$ cat config.mk
export PLATFORM = sky130hd
export DESIGN_NAME = sgn_dir_shifter
export DESIGN_NICKNAME = d
export VERILOG_FILES = /design/src/rtl/sds_pkg.sv /design/src/rtl/sds_extend.sv /design/src/rtl/sds_amount.sv /design/src/rtl/sds_core.sv /design/src/rtl/sgn_dir_shifter.sv
export SDC_FILE = /design/constraint.sdc
export NUM_CORES = 1
export LEC_CHECK = 0
export BUFFER_PORTS_ARGS = -buffer_cell sky130_fd_sc_hd__buf_2
export CORE_MARGIN = 2
export CORE_UTILIZATION = 59
export DETAILED_ROUTE_END_ITERATION = 6
export PLACE_DENSITY_LB_ADDON = 0.12
export SLEW_MARGIN = 20
export SYNTH_ARGS = -nofsm -noshare
export SYNTH_HDL_FRONTEND = slang
export SYNTH_HIERARCHICAL = 1
export SYNTH_SLANG_ARGS = --single-unit
$ cat constraint.sdc
create_clock -name vclk -period 2.14
set_input_delay 0.214 -clock vclk [all_inputs]
set_output_delay 0.214 -clock vclk [all_outputs]
set_load 0.005 [all_outputs]
$ cat src/rtl/sds_pkg.sv
package sds_pkg;

  typedef enum logic [2:0] {
    SH_LSL     = 3'd0,
    SH_ASL     = 3'd1,
    SH_LSR     = 3'd2,
    SH_ASR     = 3'd3,
    SH_BIDIR   = 3'd4,
    SH_BIDIR_X = 3'd5
  } shmode_e;

  function automatic bit mode_bidir(shmode_e m);
    return (m == SH_BIDIR) || (m == SH_BIDIR_X);
  endfunction

  function automatic bit mode_left_only(shmode_e m);
    return (m == SH_LSL) || (m == SH_ASL);
  endfunction

  function automatic int max_int(int x, int y);
    return (x > y) ? x : y;
  endfunction

endpackage

$ cat src/rtl/sds_extend.sv
module sds_extend #(
  parameter int IN_W  = 8,
  parameter int OUT_W = 16,
  parameter int SGN   = 0
) (
  input  logic [IN_W-1:0]  din,
  output logic [OUT_W-1:0] dout
);
  localparam int PAD_W = OUT_W - IN_W;

  generate
    if (PAD_W > 0) begin : g_pad
      logic pad_bit;
      assign pad_bit = (SGN != 0) ? din[IN_W-1] : 1'b0;
      assign dout    = {{PAD_W{pad_bit}}, din};
    end else begin : g_same
      assign dout = din;
    end
  endgenerate
endmodule

$ cat src/rtl/sds_amount.sv
module sds_amount
  import sds_pkg::*;
#(
  parameter int      B_W   = 5,
  parameter int      B_SGN = 0,
  parameter int      W     = 16,
  parameter shmode_e MODE  = SH_LSR
) (
  input  logic [B_W-1:0] b,
  output logic           go_left,
  output logic [B_W:0]   shift_mag,
  output logic           oversize
);
  localparam bit CAN_NEG   = mode_bidir(MODE) && (B_SGN != 0);
  localparam bit LEFT_ONLY = mode_left_only(MODE);

  // magnitude of a possibly negative amount, one bit wider so that
  // the most negative value is representable
  function automatic logic [B_W:0] magnitude(logic [B_W-1:0] v, logic neg);
    logic [B_W:0] wide;
    wide = {neg & v[B_W-1], v};
    return neg ? (~wide + 1'b1) : wide;
  endfunction

  logic is_neg;
  assign is_neg    = CAN_NEG & b[B_W-1];
  assign shift_mag = magnitude(b, is_neg);
  assign go_left   = LEFT_ONLY | is_neg;
  assign oversize  = 32'(shift_mag) >= W;
endmodule

$ cat src/rtl/sds_core.sv
module sds_core #(
  parameter int W      = 16,
  parameter int SH_W   = 6,
  parameter bit X_FILL = 1'b0
) (
  input  logic [W-1:0]    word,
  input  logic            go_left,
  input  logic [SH_W-1:0] shift_mag,
  input  logic            oversize,
  input  logic            fill_bit,
  output logic [W-1:0]    res,
  output logic [W-1:0]    data_mask
);
  function automatic logic [W-1:0] move(logic [W-1:0] v, logic left, logic [SH_W-1:0] n);
    return left ? (v << n) : (v >> n);
  endfunction

  logic [W-1:0] raw;

  always_comb begin
    raw       = move(word, go_left, shift_mag);
    data_mask = oversize ? '0 : move({W{1'b1}}, go_left, shift_mag);
    for (int i = 0; i < W; i++) begin
      if (data_mask[i])   res[i] = raw[i];
      else if (X_FILL)    res[i] = 1'bx;
      else if (go_left)   res[i] = 1'b0;
      else                res[i] = fill_bit;
    end
  end
endmodule

$ cat src/rtl/sgn_dir_shifter.sv
module sgn_dir_shifter
  import sds_pkg::*;
#(
  parameter int      A_W   = 16,
  parameter int      B_W   = 5,
  parameter int      Y_W   = 16,
  parameter int      A_SGN = 0,
  parameter int      B_SGN = 0,
  parameter shmode_e MODE  = SH_LSR
) (
  input  logic [A_W-1:0] a,
  input  logic [B_W-1:0] b,
  output logic [Y_W-1:0] y,
  output logic [Y_W-1:0] y_known
);
  localparam int W      = max_int(A_W, Y_W);
  localparam int SH_W   = B_W + 1;
  localparam bit X_FILL = (MODE == SH_BIDIR_X);
  localparam bit SIGN_FILL = (MODE == SH_ASR) && (A_SGN != 0);

  generate
    if (!mode_bidir(MODE) && (B_SGN != 0)) begin : g_bad_sign
      $error("signed shift amount needs a bidirectional mode");
    end
    if (B_W > 30) begin : g_bad_bw
      $error("shift amount width too large");
    end
  endgenerate

  // named internal events, observed by the bound checker
  logic [W-1:0]    ext_word;
  logic            go_left;
  logic [SH_W-1:0] shift_mag;
  logic            oversize;
  logic            fill_bit;
  logic [W-1:0]    res_w;
  logic [W-1:0]    mask_w;
  logic [Y_W-1:0]  ext_low;

  sds_extend #(.IN_W(A_W), .OUT_W(W), .SGN(A_SGN)) u_extend (
    .din  (a),
    .dout (ext_word)
  );

  sds_amount #(.B_W(B_W), .B_SGN(B_SGN), .W(W), .MODE(MODE)) u_amount (
    .b         (b),
    .go_left   (go_left),
    .shift_mag (shift_mag),
    .oversize  (oversize)
  );

  assign fill_bit = SIGN_FILL ? ext_word[W-1] : 1'b0;

  sds_core #(.W(W), .SH_W(SH_W), .X_FILL(X_FILL)) u_core (
    .word      (ext_word),
    .go_left   (go_left),
    .shift_mag (shift_mag),
    .oversize  (oversize),
    .fill_bit  (fill_bit),
    .res       (res_w),
    .data_mask (mask_w)
  );

  assign y       = res_w[Y_W-1:0];
  assign y_known = mask_w[Y_W-1:0];
  assign ext_low = ext_word[Y_W-1:0];

  generate
    if (W > Y_W) begin : g_trim
      logic [2*(W-Y_W)-1:0] trim_unused;
      assign trim_unused = {res_w[W-1:Y_W], mask_w[W-1:Y_W]};
    end
  endgenerate
endmodule

# After elaboration in Yosys (flattened, before gate mapping)
# Cells that the tools add are included.
[word_totals]
register_bits = 0
inputBits = 21
out_inout_bits = 32
[op_classes]
magnitude_cmp = 1
shift = 2
muxes = 17
[op_table]
columns = ["cell", "count"]
rows = [
  ["$mux W1", 16],
  ["$mux W16", 1],
  ["$shr A16 B5 Y16", 1],
  ["$shr A16 B5 Y16 const A", 1],
  ["$ge A5 B5 Y1 const B", 1],
]

# Depth between registers and ports, before layout
[logic_depth]
word_depth = 3
ltp_mapped = 9
ltp_nobuf = 5

# By module
# Netlist, hierarchy kept.
[by_module_without_submodules]
columns = ["mod", "n_inst", "cells_each", "area_each_um2", "seq_area_each_um2"]
rows = [
  ["sds_core", 1, 328, 2331.0, 0.0],
  ["sds_extend", 1, 16, 120.1, 0.0],
  ["sds_amount", 1, 9, 60.1, 0.0],
  ["sgn_dir_shifter", 1, 1, 3.8, 0.0],
]

# Worst setup path after synthesis
# Ideal clock, no wire load.
[synth_timing]
path_type = "input-to-output"
from = "in a[9]"
to = "out y[3]"
arrival_ps = 1637
slack_ps = 289
cell_stages = 7
path_buffers = 2
path_cell_list = "buf_4 > clkbuf_1 > mux4_2 > mux2_2 > a32oi_1 > o41ai_1 > a22o_1"
[synth_between]
elab_chain_cells = 2
[synth_rtl]
columns = ["item", "line", "rtl"]
rows = [
  ["start, declared", "sgn_dir_shifter.sv:11", "input logic [A_W-1:0] a,"],
  ["$shr A16 B5 Y16", "sds_core.sv:15", "return left ? (v << n) : (v >> n);"],
  ["$mux W1", "sds_core.sv:24", "if (data_mask[i]) res[i] = raw[i];"],
  ["end, declared", "sgn_dir_shifter.sv:13", "output logic [Y_W-1:0] y,"],
]
# No other way between the ends.

# Worst setup path after layout
[layout_timing]
from = "in b[2]"
to = "out y[9]"
[layout_between]
elab_chain_cells = 3
elab_cells_between_ends = 5
classes_between = "1 x order compare; 2 x shift; 2 x mux"
[layout_rtl]
columns = ["item", "line", "rtl"]
rows = [
  ["start, declared", "sgn_dir_shifter.sv:12", "input logic [B_W-1:0] b,"],
  ["$shr A16 B5 Y16 or $ge A5 B5 Y1 (tied branches)", "sds_core.sv:15, sds_amount.sv:29", ""],
  ["$mux W16", "sds_core.sv:22", "data_mask = oversize ? '0 : move({W{1'b1}}, go_left, shift_mag);"],
  ["$mux W1 (*)", "sds_core.sv:24", ""],
]
# Mark *: on every way between the ends. The rest lies on a longest branch, timed or not.

==> results.md <==
Place:
- Input and output buffers added on the ports amount to 53.
- At the end of routability-driven placement, the weighted congestion stood at 1.05.
- Summing all placed instances gives a cell area of 2730 um^2.
- The cell count after placement is around 430.
- The detailed-placement wirelength estimate is 6510 um.

STA:
- The final-report max-slew violation count is 0.
- The count of final hold-check violations is 0.
- The achievable clock frequency is ~480 MHz.
- The slew at the pin closest to its max-slew limit is 0.528 ns.
- Setup repair after global routing could not meet its margin everywhere.
- The final period demand of the worst path is 2.06 ns.
- Setup violations remaining at the end of the flow were counted as 0.
- The worst slew margin relative to its limit is 64.5%.
- On the final layout, the worst hold slack is 0.819 ns.
- The worst path uses a little over nine tenths of the clock period.

Final layout:
- The number of sequential cells in the layout is 0.
- After the flow finishes, the layout carries non-filler instances totaling 434.
- The clock buffer count is 0.
- Cells fill 68.0% of the core in the end.
- Fill cells in the final layout number 376.
- The area growth from synthesis to layout is 9.65%.
- The finished cells cover 2760 um^2.
- The total number of nets in the final design is 407.
- Summing all flip-flop and latch instances after layout gives 0 um^2.
- Cells with a size suffix above 1 make up 30.2% of the layout.
- The count of inserted antenna diode cells is 0.

Run status:
- The run finished with clean final reports.

Pwr:
- Net switching is 57.5% of the power.
- Internal power comes to about 0.00025 W.
- The power density over the cells is 210 nW/um^2.
- For this design the static power due to leakage is about 1.2 nW.
- The relative contribution of combinational cells to total power is 100.0%.
- The clock network power share is 0%.
- The maximum vdd ir drop is around 0.17 mV.
- The sequential share of power is 0%.
- The total net switching power is 0.000334 W.
- Overall power consumption after layout is estimated at between 0.0005 and 0.0006 W.

Hold path:
- The cell depth of the worst hold path is 3.
- In this run the worst hold path is classified as in2out.

Logic synthesis:
- The synthesis warning total is 6.
- In this run the mean area of a mapped cell was 7.10 um^2.
- The synthesized cell area is 2510 um^2.
- After synthesis, flip-flops and latches occupy 0% of the total area.
- After synthesis, the largest area contributor takes up 12.3% of total cell area.
- Yosys attributes the largest share of cell area to sky130_fd_sc_hd__mux2i_1 (12%), sky130_fd_sc_hd__mux4_2 (8.1%), sky130_fd_sc_hd__buf_4 (7.5%).
- Counting every instance in the synthesized netlist gives ~350.
- sky130_fd_sc_hd__mux2i_1 takes more of the synthesized area than any other cell.
- Sorting the synthesized cells by how often they occur yields sky130_fd_sc_hd__nand2_1 (34), sky130_fd_sc_hd__nor2_1 (34), sky130_fd_sc_hd__mux2i_1 (31).
- The distinct cell type count after synthesis is between 50 and 60.

Global routing:
- The number of antenna violations at the first check in global routing is 0.
- The sum of overflow across all layers after global routing is 0.
- The first global-routing pass estimated 13600 um of wire.
- Entering global routing, the biggest net connects 44 pins.
- The via count of the first global-routing pass was 2580.
- The overall global routing resource usage is between 30% and 40%.

Floorplan:
- The area of the die is 4800 um^2.
- The die is 69.3 um wide.
- The height of the die is 69.3 um.
- The floorplan has 23 rows.
- For this configuration, the core starts out at a cell density of 62.0%.
- The core outline area is 4060 um^2.
- 53 I/O pins were placed.

Run:
- The number of violations of the max-capacitance limit is 0.

Routing:
- Dividing the detail-routed wire length by the instance count gives 20.0 um.
- Once detail routing completed, the nets flagged for antenna violations numbered 0.
- Dividing the detail-routed via count by the number of cells gives between 6 and 7.
- The pre-antenna-repair detailed-routing pass consisted of 6 iterations.
- The detailed router's first-iteration violation count is 499.
- The DRC violations left is 0.
- The wire length after detailed routing is 8680 um.
- Summing over every cut layer, the via total after detailed routing is between 2000 and 3000.

Worst setup path:
- Data on the critical path is required at its endpoint by 1.93 ns.
- Along the worst path, the maximum fanout reaches 14.
- The data arrival time at the worst-slack endpoint is 1.85 ns.
- The critical path in this run is classified as in2out.
- The startpoint type of the worst setup path is a primary input.
- The worst setup path is captured at an output pin.

Clock network:
- The number of hold buffers added after CTS is 0.
- Buffers added to address setup during post-CTS repair amount to 0.
metal layers:
metal  wire length [um]  share of wire [%]  up-vias  track usage [%]
li1                   -                  -     1376                -
met1               3670                 42     1353             51.3
met2               3980                 46      206             56.2
met3                915                 11       14             2.33
met4                117                1.3        0             4.79
met5                  0                  0        -                0
worst max-delay path: stages:
cell and delay, ns:
sky130_fd_sc_hd__buf_2 0.29, sky130_fd_sc_hd__buf_4 0.23, sky130_fd_sc_hd__nand2b_1 0.16, sky130_fd_sc_hd__o2bb2ai_1 0.07, sky130_fd_sc_hd__a221oi_1 0.43, sky130_fd_sc_hd__nand2_1 0.10
sky130_fd_sc_hd__a41oi_1 0.22, sky130_fd_sc_hd__buf_2 0.14
placed cells by master (no fill, tap or decap), types with 2 or more instances in the layout:
cell type                   instances
sky130_fd_sc_hd__a31oi_1            4
sky130_fd_sc_hd__or3_1              4
sky130_fd_sc_hd__nor3_1             7
sky130_fd_sc_hd__a32oi_1            3
sky130_fd_sc_hd__nand3_1            9
sky130_fd_sc_hd__buf_4             29
sky130_fd_sc_hd__nor2_1            34
sky130_fd_sc_hd__inv_1              5
sky130_fd_sc_hd__a22oi_1            3
sky130_fd_sc_hd__a2111oi_0          2
sky130_fd_sc_hd__conb_1             8
sky130_fd_sc_hd__mux4_2             9
sky130_fd_sc_hd__a221oi_1           2
sky130_fd_sc_hd__a211oi_1           5
sky130_fd_sc_hd__buf_2             52
sky130_fd_sc_hd__a21oi_1           26
sky130_fd_sc_hd__mux4_1             6
sky130_fd_sc_hd__o21ai_0           29
sky130_fd_sc_hd__nand2_1           34
sky130_fd_sc_hd__o221ai_1           2
sky130_fd_sc_hd__a311oi_1           3
sky130_fd_sc_hd__clkinv_1           2
sky130_fd_sc_hd__o22ai_1            2
sky130_fd_sc_hd__a31o_2             2
sky130_fd_sc_hd__o211ai_1           2
sky130_fd_sc_hd__o21a_1             4
sky130_fd_sc_hd__mux2_2            15
sky130_fd_sc_hd__nand2b_1           7
sky130_fd_sc_hd__nand4_1            6
sky130_fd_sc_hd__mux2i_1           31
sky130_fd_sc_hd__a211oi_2           2
sky130_fd_sc_hd__nor2b_1            7
sky130_fd_sc_hd__a41oi_1            2
power by group through the flow:
stage | clock network [W] | registers, W | logic [W]
2_1_floorplan | 0 | 0 | 0.000419
3_3_place_gp | 0 | 0 | 0.000533
3_5_place_dp | 0 | 0 | 0.000540
4_1_cts | 0 | 0 | 0.000542
5_1_grt | 0 | 0 | 0.000619
6_report | 0 | 0 | 0.000580
per-stage QoR:
step / worst slack, ns / setup TNS, ns
5_1_grt: -0.00607 / -0.00607
4_1_cts: -0.0173 / -0.0333
3_5_place_dp: -0.0343 / -0.0372
2_1_floorplan: 0.289 / 0
6_report: 0.0755 / 0
3_3_place_gp: 0.0210 / 0
kinds of logic (layout without fill, tap and decap cells):
kind of cell	Yosys count	after routing	synth area share, %
AOI/OAI and AO/OA	109	109	28.6
buffers and inverters	67	91	16.1
muxes	61	61	33.4
other	2	8	0.299
and+or+nand+nor	115	115	21.6
final cells by class:
cell class,count,area [um^2],share of cell area (%)
multi-input cells,293,2140,77.8
repair buffers,84,524,19.0
well taps,50,62.6,2.27
inverters,7,26.3,0.953
final timing paths:
path | startpoint | to
worst max-delay path | b[2] | y[9]
worst min-delay path | b[4] | y_known[15]
repair_timing:
action | 4_1_cts | 5_1_grt
gates resized for setup | 0 | 8
pin swaps | 0 | 1
setup endpoints to repair | 2 | 13
(Power assumes the default switching activity.)
